[src/rtl/fq_pkg.sv]
`timescale 1ns/1ps
package fq_pkg;

    // Ordering of a same-cycle flush against a same-cycle push
    typedef enum logic {
        ENQ_THEN_CLEAR = 1'b0,  // push is flushed together with the queue
        CLEAR_THEN_ENQ = 1'b1   // queue is flushed, then the push lands
    } fq_order_e;

endpackage

[src/rtl/fq_ctrl.sv]
`timescale 1ns/1ps
module fq_ctrl
    import fq_pkg::*;
#(
    parameter int        DEPTH = 2,
    parameter fq_order_e ORDER = ENQ_THEN_CLEAR,
    localparam int       PW    = (DEPTH > 1) ? $clog2(DEPTH) : 1,
    localparam int       CW    = $clog2(DEPTH + 1)
) (
    input  logic          clk,
    input  logic          rst_n,
    input  logic          enq,
    input  logic          deq,
    input  logic          clr,
    output logic          wr_en,
    output logic [PW-1:0] wr_idx,
    output logic [PW-1:0] rd_idx,
    output logic          full,
    output logic          empty,
    output logic          err
);

    localparam logic KEEP_ENQ = (ORDER == CLEAR_THEN_ENQ);

    typedef struct packed {
        logic [PW-1:0] rd;
        logic [PW-1:0] wr;
        logic [CW-1:0] cnt;
        logic          err;
    } ctrl_t;

    ctrl_t st_d, st_q;
    logic  full_q, empty_q, acc_enq, acc_deq;

    // Advance a slot pointer, wrapping at DEPTH (non power of two allowed)
    function automatic logic [PW-1:0] bump(input logic [PW-1:0] p);
        if (p == PW'(DEPTH - 1)) begin
            return '0;
        end
        return p + PW'(1);
    endfunction

    always_comb begin
        st_d    = st_q;
        full_q  = (st_q.cnt == CW'(DEPTH));
        empty_q = (st_q.cnt == '0);
        // a flush either discards the push or makes room for it
        acc_enq = enq && (clr ? KEEP_ENQ : !full_q);
        acc_deq = deq && !clr && !empty_q;

        if (clr) begin
            st_d.rd  = '0;
            st_d.wr  = acc_enq ? bump('0) : '0;
            st_d.cnt = acc_enq ? CW'(1) : '0;
        end else begin
            if (acc_enq) begin
                st_d.wr = bump(st_q.wr);
            end
            if (acc_deq) begin
                st_d.rd = bump(st_q.rd);
            end
            st_d.cnt = st_q.cnt + CW'(acc_enq) - CW'(acc_deq);
        end

        st_d.err = st_q.err
                 | (enq && full_q  && !clr)
                 | (deq && empty_q && !clr);
    end

    always_ff @(posedge clk or negedge rst_n) begin
        if (!rst_n) begin
            st_q <= '0;
        end else begin
            st_q <= st_d;
        end
    end

    assign wr_en  = acc_enq;
    assign wr_idx = clr ? '0 : st_q.wr;
    assign rd_idx = st_q.rd;
    assign full   = full_q;
    assign empty  = empty_q;
    assign err    = st_q.err;

endmodule

[src/rtl/fq_store.sv]
`timescale 1ns/1ps
module fq_store #(
    parameter int  DEPTH = 2,
    parameter int  EW    = 96,
    localparam int PW    = (DEPTH > 1) ? $clog2(DEPTH) : 1
) (
    input  logic          clk,
    input  logic          rst_n,
    input  logic          wr_en,
    input  logic [PW-1:0] wr_idx,
    input  logic [EW-1:0] wr_data,
    input  logic [PW-1:0] rd_idx,
    output logic [EW-1:0] rd_data
);

    logic [EW-1:0] slot_d [DEPTH];
    logic [EW-1:0] slot_q [DEPTH];

    for (genvar s = 0; s < DEPTH; s++) begin : g_slot
        always_comb begin
            slot_d[s] = slot_q[s];
            if (wr_en && (wr_idx == PW'(s))) begin
                slot_d[s] = wr_data;
            end
        end

        always_ff @(posedge clk or negedge rst_n) begin
            if (!rst_n) begin
                slot_q[s] <= '0;
            end else begin
                slot_q[s] <= slot_d[s];
            end
        end
    end

    assign rd_data = slot_q[rd_idx];

endmodule

[src/rtl/fe_flush_queue.sv]
`timescale 1ns/1ps
module fe_flush_queue
    import fq_pkg::*;
#(
    parameter int        DEPTH   = 2,
    parameter int        INSTR_W = 32,
    parameter int        ADDR_W  = 32,
    parameter fq_order_e ORDER   = ENQ_THEN_CLEAR
) (
    input  logic               clk,
    input  logic               rst_n,
    input  logic               enq,
    input  logic [INSTR_W-1:0] enq_instr,
    input  logic [ADDR_W-1:0]  enq_pc,
    input  logic [ADDR_W-1:0]  enq_ppc,
    input  logic               deq,
    input  logic               clr,
    output logic               full,
    output logic               empty,
    output logic [INSTR_W-1:0] head_instr,
    output logic [ADDR_W-1:0]  head_pc,
    output logic [ADDR_W-1:0]  head_ppc,
    output logic               err
);

    localparam int EW = INSTR_W + 2 * ADDR_W;
    localparam int PW = (DEPTH > 1) ? $clog2(DEPTH) : 1;

    logic          wr_en;
    logic [PW-1:0] wr_idx, rd_idx;
    logic [EW-1:0] wr_data, rd_data;

    assign wr_data = {enq_instr, enq_pc, enq_ppc};

    fq_ctrl #(
        .DEPTH (DEPTH),
        .ORDER (ORDER)
    ) ctrl_i (
        .clk    (clk),
        .rst_n  (rst_n),
        .enq    (enq),
        .deq    (deq),
        .clr    (clr),
        .wr_en  (wr_en),
        .wr_idx (wr_idx),
        .rd_idx (rd_idx),
        .full   (full),
        .empty  (empty),
        .err    (err)
    );

    fq_store #(
        .DEPTH (DEPTH),
        .EW    (EW)
    ) store_i (
        .clk     (clk),
        .rst_n   (rst_n),
        .wr_en   (wr_en),
        .wr_idx  (wr_idx),
        .wr_data (wr_data),
        .rd_idx  (rd_idx),
        .rd_data (rd_data)
    );

    assign {head_instr, head_pc, head_ppc} = rd_data;

endmodule

[config.mk]
export PLATFORM = sky130hd
export DESIGN_NAME = fe_flush_queue
export DESIGN_NICKNAME = d
export VERILOG_FILES = /design/src/rtl/fq_pkg.sv /design/src/rtl/fq_ctrl.sv /design/src/rtl/fq_store.sv /design/src/rtl/fe_flush_queue.sv
export SDC_FILE = /design/constraint.sdc
export NUM_CORES = 1
export LEC_CHECK = 0
export ABC_AREA = 1
export BUFFER_PORTS_ARGS = -buffer_cell sky130_fd_sc_hd__clkbuf_2
export CORE_ASPECT_RATIO = 0.7
export CORE_MARGIN = 10
export CORE_UTILIZATION = 40
export DETAILED_ROUTE_END_ITERATION = 16
export SLEW_MARGIN = 20
export SYNTH_ARGS = -nofsm -noshare
export SYNTH_HDL_FRONTEND = slang
export SYNTH_SLANG_ARGS = --single-unit
[constraint.sdc]
create_clock -name clk -period 2.5 [get_ports clk]
set_input_delay 0.375 -clock clk [delete_from_list [all_inputs] [get_ports clk]]
set_output_delay 0.375 -clock clk [all_outputs]
set_load 0.1 [all_outputs]
# --- Word-level counts from Yosys, hierarchy flattened ---
# Index checks and enable logic that the tools add are counted.
classes:
  add_sub_neg: 4
  n_bitwise: 4
  n_mux: 20
  n_reduce_logical: 15
  n_eq_ne: 1
  order_cmp: 1
op_table:
  columns: ["op", "n"]
  rows:
  - ["96-bit 2-to-1 mux", 3]
  - ["1-bit 2-to-1 mux", 16]
  - ["1-bit logical AND", 9]
  - ["4-bit 2-to-1 mux", 1]
  - ["2-bit nonzero test", 2]
  - ["1-bit zero test", 3]
  - ["1-bit adder, second input constant", 2]
  - ["2-bit by 1-bit adder with 2-bit output", 1]
  - ["2-bit equality test, second input constant", 1]
  - ["2-bit greater-or-equal comparator, second input constant", 1]
  - ["2-bit zero test", 1]
  - ["1-bit NOT with 2-bit output", 1]
  - ["1-bit OR", 2]
  - ["2-bit by 1-bit subtractor with 2-bit output", 1]
  - ["1-bit NOT", 1]
word_totals:
  regBits: 197
  output_inout_bits: 99
  inputBits: 101
  elab_cells: 51

# --- Logic depth before layout (Yosys ltp) ---
# Gate-level depths: netlist of the first run.
depth:
  word_depth: 9
  depth_mapped: 10
  mapped_depth_nobuf: 9

# --- By module ---
# From an unflattened synthesis of the first run, not the netlist that was laid out.
unflattened:
  hier_cells: 1181
  hier_area_um2: 9248.9
by_module_without_submodules:
  columns: ["mod", "n_inst", "cells_per_inst", "area_each_um2", "seq_area_each_um2"]
  rows:
  - ["fq_store", 1, 1143, 8941.1, 4804.6]
  - ["fq_ctrl", 1, 38, 307.8, 125.1]

# --- Worst setup path after synthesis of the first run ---
# No wires, ideal clock.
synth_path:
  kind: "register -> register"
  startpoint: "reg ctrl_i.st_q[2] in the netlist's numbering"
  endpoint: "reg ctrl_i.st_q[2] in the netlist's numbering"
  synth_period_minus_slack_ns: 2.774
  arrival_time_ns: 2.655
  path_stages_with_launch: 8
  setup_slack_ns: -0.274
  required_time_ns: 2.381
  cell_sequence: "dfrtp_1 -> nor2_1 -> nor2_1 -> ha_1 -> inv_1 -> ha_1 -> a21oi_1 -> nor2_1"
synth_lines:
  columns: ["element", "line", "source"]
  rows:
  - ["start, declared", "fq_ctrl.sv:32", "ctrl_t st_d, st_q;"]
  - ["start signal, assigned", "fq_ctrl.sv:74", "st_q <= st_d;"]

# --- Worst setup path in the final report of the first run ---
layout_path:
  startpoint: "reg ctrl_i.st_q, in the netlist ctrl_i.rd_idx"
  endpoint: "out head_pc[5]"
layout_via:
  elab_chain_len: 4
layout_rtl:
  columns: ["element", "line", "source"]
  rows:
  - ["1-bit NOT with 2-bit output (implied by the code)", "fq_store.sv:36", "assign rd_data = slot_q[rd_idx];"]
  - ["96-bit 2-to-1 mux (implied by the code) (3 in series)", "fq_store.sv:36", null]
  - ["end, declared", "fe_flush_queue.sv:21", "output logic [ADDR_W-1:0] head_pc,"]
# Every way passes these cells. The select of a mux whose other input is x is not followed.

==> results of run 1 <==
metrics by stage:
step	util (%)	power, mW	instances
2_1_floorplan	-	10.5	1200
3_5_place_dp	52.8	13.7	1629
3_3_place_gp	52.8	13.6	1629
4_1_cts	55.7	16.8	1662
5_1_grt	55.7	17.4	1662
6_report	55.7	16.6	1662
flip-flops by register name, summed over array words and instances (netlist names):
register	cells
ctrl_i.err	1
ctrl_i.rd_idx	1
store_i.slot_q	192
ctrl_i.st_q	3
placed cells by master, fill, tap and decap left out, drive strengths merged, types with 5 or more instances in the layout:
cell | synthesis | layout
nand2 | 682 | 682
dfrtp | 197 | 197
nand4 | 192 | 192
clkbuf | 34 | 121
buf | 70 | 119
inv | 10 | 9
clkinv | 0 | 8
bufinv | 0 | 5
nor2 | 5 | 5
nand3 | 5 | 5
final timing paths:
check	endpoint	slack, ps
max in group asynchronous	store_i.slot_q[132]$_DFFE_PN0P_	1390
worst max-delay path	head_pc[5]	170
worst min-delay path	store_i.slot_q[169]$_DFFE_PN0P_	180
worst max register to register	store_i.slot_q[46]$_DFFE_PN0P_	880
worst min register to register	store_i.slot_q[181]$_DFFE_PN0P_	470
min in group asynchronous	store_i.slot_q[178]$_DFFE_PN0P_	430
where the power goes:
group / switching [mW] / total (mW) / internal, mW
combinational: 6.02 / 8.79 / 2.76
sequential: 0.575 / 4.79 / 4.21
clock: 1.26 / 3.06 / 1.80
total: 7.86 / 16.6 / 8.78
cell families (layout without fill, tap and decap cells):
kind of cell / Yosys count / count (layout) / share of synthesized area [%]
DFF: 197 / 197 / 52.8
AOI/OAI and AO/OA: 3 / 3 / 0.161
adders and majority gates: 2 / 2 / 0.268
and+or+nand+nor: 884 / 884 / 41.0
buffers and inverters: 114 / 264 / 5.76
per-layer routing:
layer / track usage (%) / share of wire [%] / wire (um) / vias to the layer above
li1: - / - / - / 4202
met1: 26.0 / 45 / 13100 / 4141
met2: 30.6 / 47 / 13800 / 226
met3: 6.09 / 7.4 / 2150 / 13
met4: 4.46 / 0.65 / 189 / 0
met5: 0 / 0 / 0 / -
cell type report:
| type | count | area, um^2 | area share [%] |
|---|---|---|---|
| Inverter | 10 | 40.0 | 0.316 |
| Sequential cell | 197 | 4940 | 38.9 |
| Tap cell | 312 | 390 | 3.08 |
| Clock buffer | 19 | 443 | 3.49 |
| Timing Repair Buffer | 222 | 2770 | 21.9 |
| Clock inverter | 13 | 204 | 1.61 |
| Multi-Input combinational cell | 889 | 3900 | 30.7 |
critical path, delay by kind of cell, from the launching register on:
kind / cells / cell delay (ps)
buffers and inverters: 2 / 540
DFF: 1 / 570
and+or+nand+nor: 2 / 280
repair_timing:
action / in CTS / in global routing
hold endpoints to repair: 39 / 0
hold buffers: 1 / 0
setup buffers: 0 / 0
==> impl_metrics.yaml, run 1 <==
status:
  status: "finished, final reports clean"
yosys:
  synth-seq-cells: 197
  yosysWarnings: 0
  synth_top_area_cell: "dfrtp_1"
  syn_area_um2: 9330
  yosysUniqueCellTypes: 18
  ys_top_cells_by_count: "nand2_1 (681), dfrtp_1 (197), nand4_1 (192)"
  synthFlopType: "dfrtp_1"
  synth_enable_flop_cells: 0
  async_reset_ff_share_pct: 100
  synth_nets: 1303
  synth_area_leaders: "dfrtp_1 (53%), nand2_1 (27%), nand4_1 (13%), buf_2 (2.9%), clkbuf_1 (1.4%)"
  synthCells: 1200
  post-synth-top-count-cell: "nand2_1"
  ys_seq_area_share_pct: 52.8
  post_synth.cell_area_avg_um2: 7.78
  synth.top_cell.area_share_pct: 52.8
final_layout:
  num_antenna_cells: 0
  nets: 1440
  design_area_um2: 12700
  drive_above_1_share_pct: 19.3
  area_growth_pct: 35.9
  n_fill_cell: 2120
setup_path:
  crit_start: "ctrl_i.rd_idx$_DFFE_PN0P_"
  cp.required_ps: 2120
  reg2reg_from: "ctrl_i.st_q[1]$_DFF_PN0_"
  crit_path_end_kind: "primary output"
  cp_max_fo: 82
  r2r_cells: 5
  max_stage_delay_ps: 570
  worstPathCellList: "buf_12 -> nand2_1 -> nand2_1 -> buf_12"
  critical_path_arrival_ps: 1960
  cp_slowest_cell: "dfrtp_4"
  start_kind: "flop"
  worst-setup-path-type: "reg -> out"
timing:
  drv_slew: 0
  fin_crit_sh_pct: 93.3
  fmax_mhz: 429
  hold_ws_ps: 181
  fin_skew_ps: 8.04
  setup_viol_count_final: 0
  finalWorstSetupSlack_ps: 167
  rsz0062_at_grt: "no"
  fin_crit_ps: 2330
  setup-tns-final_ps: 0
  slew_headroom_pct: 42.6
  hold_viol_final: 0
  worst_slew_pin_slew_ps: 861
die:
  die_area_um2: 29900
  die_x_um: 203
  num_io_pins: 200
  rows: 46
  core-area_um2: 22800
  die_h_um: 148
  start_util_pct: 40.9
route:
  drc_errors: 0
  vias: 8582
  wl_per_cell_um: 17.6
  first_pass_iters: 5
  routed_via_density: 5.16
  wl_um: 29200
  antenna_left: 0
  drt_iter0_markers: 679
global_routing:
  grt_pass1_vias: 8338
  overflow: 0
  grt_max_degree: 107
  grt_first_pass_wirelength_um: 47300
  grt_antenna_before_repair: 1
  grt_usage_pct: 19.5
power_and_ir_drop:
  leakagePower_nw: 6.75
  powerDensity_nw_per_um2: 1310
  irDropWorstVdd_v: 0.000800
hold_path:
  min_from: "enq_instr[9]"
  min_path_type: "in -> reg"
  worstHoldPathCells: 3
clock_network:
  numCtsBuffers: 17
  cts_tree: "built"
  htree_levels: 4
  clock-root-buffer: "clkbuf_16"
  cts_resized: 0
  clk_pin_slew_ps: 80
  clock_latency_ps: 440
  cts.sinks: 197
  cts_max_path_buffers: 2
placement:
  port_buffers: 199
  dp_slack_ps: 600
  gp_congestion: 0.748
  hpwl_um: 18100
  placed_area_um2: 12000
job:
  drv_cap: 0
Power figures use the tool's default switching activity.
==> run 2: changes to the inputs <==
--- a/config.mk
+++ b/config.mk
@@ -7,7 +7,6 @@
 export LEC_CHECK = 0
 export ABC_AREA = 1
 export BUFFER_PORTS_ARGS = -buffer_cell sky130_fd_sc_hd__clkbuf_2
-export CORE_ASPECT_RATIO = 0.7
 export CORE_MARGIN = 10
 export CORE_UTILIZATION = 40
 export DETAILED_ROUTE_END_ITERATION = 16
==> run 2 against run 1 <==
Die area decreased by 0.33%. Wire length fell by 2.5%. First-iteration DRC count is 5.2% higher. Hold slack got worse by 14 ps. Non-clock buffer count increased by 1. Core utilization down 0.31 points. Register-to-register slack worse by 190 ps. Largest power group unchanged.
==> impl_metrics.yaml, run 2 (synthesis gave the netlist of run 1 again) <==
setup_path:
  cp.required_ps: 2120
  max_stage_delay_ps: 430
  worst-setup-path-type: "reg -> out"
  cp_slowest_cell: "dfrtp_4"
  start_kind: "flop"
  crit_start: "ctrl_i.rd_idx$_DFFE_PN0P_"
  reg2reg_from: "ctrl_i.st_q[1]$_DFF_PN0_"
  worstPathCellList: "clkinv_2 -> buf_12 -> nand2_1 -> nand2_1 -> buf_12"
  cp_max_fo: 26
  critical_path_arrival_ps: 1960
  crit_path_end_kind: "primary output"
global_routing:
  overflow: 0
  grt_usage_pct: 18.8
  grt_max_degree: 107
  use_met2_pct: 28.9
  busiest_layer: "met2"
  met1_usage_pct: 25.3
  grt_pass1_vias: 8367
  met3_usage_pct: 5.92
  grt_antenna_before_repair: 4
  grt_first_pass_wirelength_um: 46400
final_layout:
  largest_register_ff_count: 192
  ff_latch_area_um2: 4940
  area_growth_pct: 35.1
  multi_input_area_um2: 3900
  largestRegisters: "store_i.slot_q: 192 flops, ctrl_i.st_q: 3 flops"
  final_common_cell: "nand2_1"
  n_fill_cell: 2112
  mostFrequentLayoutCells: "nand2_1 (681), dfrtp_1 (195), nand4_1 (192)"
  final_util_pct: 55.3
  nets: 1441
  regMostFlops: "store_i.slot_q"
  drive_above_1_share_pct: 19.4
timing:
  hold_ws_ps: 166
  setup_viol_count_final: 0
  drv_slew: 0
  worst_slew_pin_slew_ps: 751
  hold_viol_final: 0
  rsz0062_at_grt: "no"
  setup-tns-final_ps: 0
  finalWorstSetupSlack_ps: 163
  slew_headroom_pct: 49.9
  fin_skew_ps: 14.0
  fmax_mhz: 428
  fin_crit_sh_pct: 93.5
  fin_crit_ps: 2340
clock_network:
  cts_setup_buffers: 0
  clock-root-buffer: "clkbuf_16"
  clock_latency_ps: 430
  numCtsBuffers: 17
  cts_tree: "built"
  cts.sinks: 197
  clk_pin_slew_ps: 70
  cts_max_path_buffers: 2
  htree_levels: 4
route:
  vias: 8648
  wl_um: 28500
  first_pass_iters: 5
  wl_per_cell_um: 17.1
  drt_iter0_markers: 714
  drc_errors: 0
  antenna_left: 0
  routed_via_density: 5.19
status:
  status: "finished, final reports clean"
placement:
  gp_congestion: 0.798
  dp_slack_ps: 587
  port_buffers: 199
  hpwl_um: 17800
die:
  num_io_pins: 200
  start_util_pct: 41.0
  die_area_um2: 29800
  die_x_um: 173
  rows: 55
  die_h_um: 173
  core-area_um2: 22800
power_and_ir_drop:
  irDropWorstVdd_v: 0.000724
  power.total_mw: 16.2
  powerDensity_nw_per_um2: 1280
  leakagePower_nw: 6.71
hold_path:
  min_from: "clr"
  min_path_type: "in -> reg"
job:
  drv_cap: 0
## run 2: power breakdown
group | total [mW] | internal [mW] | switching, mW
Clock | 2.64 | 1.37 | 1.27
Combinational | 8.73 | 2.77 | 5.96
Sequential | 4.81 | 4.21 | 0.599
## run 2: cell type report
type,count,share of cell area (%)
Antenna cell,2,0.0397
Clock inverter,12,0.883
Sequential cell,197,39.2
Multi-Input combinational cell,889,30.9
Tap cell,313,3.11
Inverter,10,0.318
Clock buffer,20,3.62
Timing Repair Buffer,223,22.0
## run 2: final timing paths
path | endpoint | slack [ps] | depth (start not counted)
setup reg to reg | store_i.slot_q[136]$_DFFE_PN0P_ | 690 | 5
hold reg to reg | store_i.slot_q[50]$_DFFE_PN0P_ | 470 | 2
setup / recovery | head_ppc[24] | 160 | 5
hold / removal | ctrl_i.st_q[1]$_DFF_PN0_ | 170 | 2
max in group asynchronous | store_i.slot_q[0]$_DFFE_PN0P_ | 1260 | 3
min in group asynchronous | store_i.slot_q[136]$_DFFE_PN0P_ | 510 | 2
## run 2: repair_timing
| item | in CTS | in global routing |
|---|---|---|
| hold buffers | 1 | 0 |
| endpoints found under the hold margin | 60 | 0 |
| gates resized for setup | 0 | 0 |
| endpoints found under the setup margin | 0 | 0 |
## run 2: stage by stage
step,instances,area (um^2)
2_1_floorplan,1200,9340
3_3_place_gp,1631,12000
3_5_place_dp,1631,12000
4_1_cts,1664,12600
5_1_grt,1665,12600
6_report,1666,12600
## run 2: worst max-delay path, delay by kind of cell, from the launching register on
family | cells | cell delay (ps)
buffers and inverters | 3 | 930
flip-flops | 1 | 430
AND/OR/NAND/NOR | 2 | 160
## run 2: metal layers
metal | routed length (um) | share of wire (%)
met1 | 12900 | 45
met2 | 13000 | 46
met3 | 2160 | 7.6
met4 | 309 | 1.1
met5 | 26 | 0.091
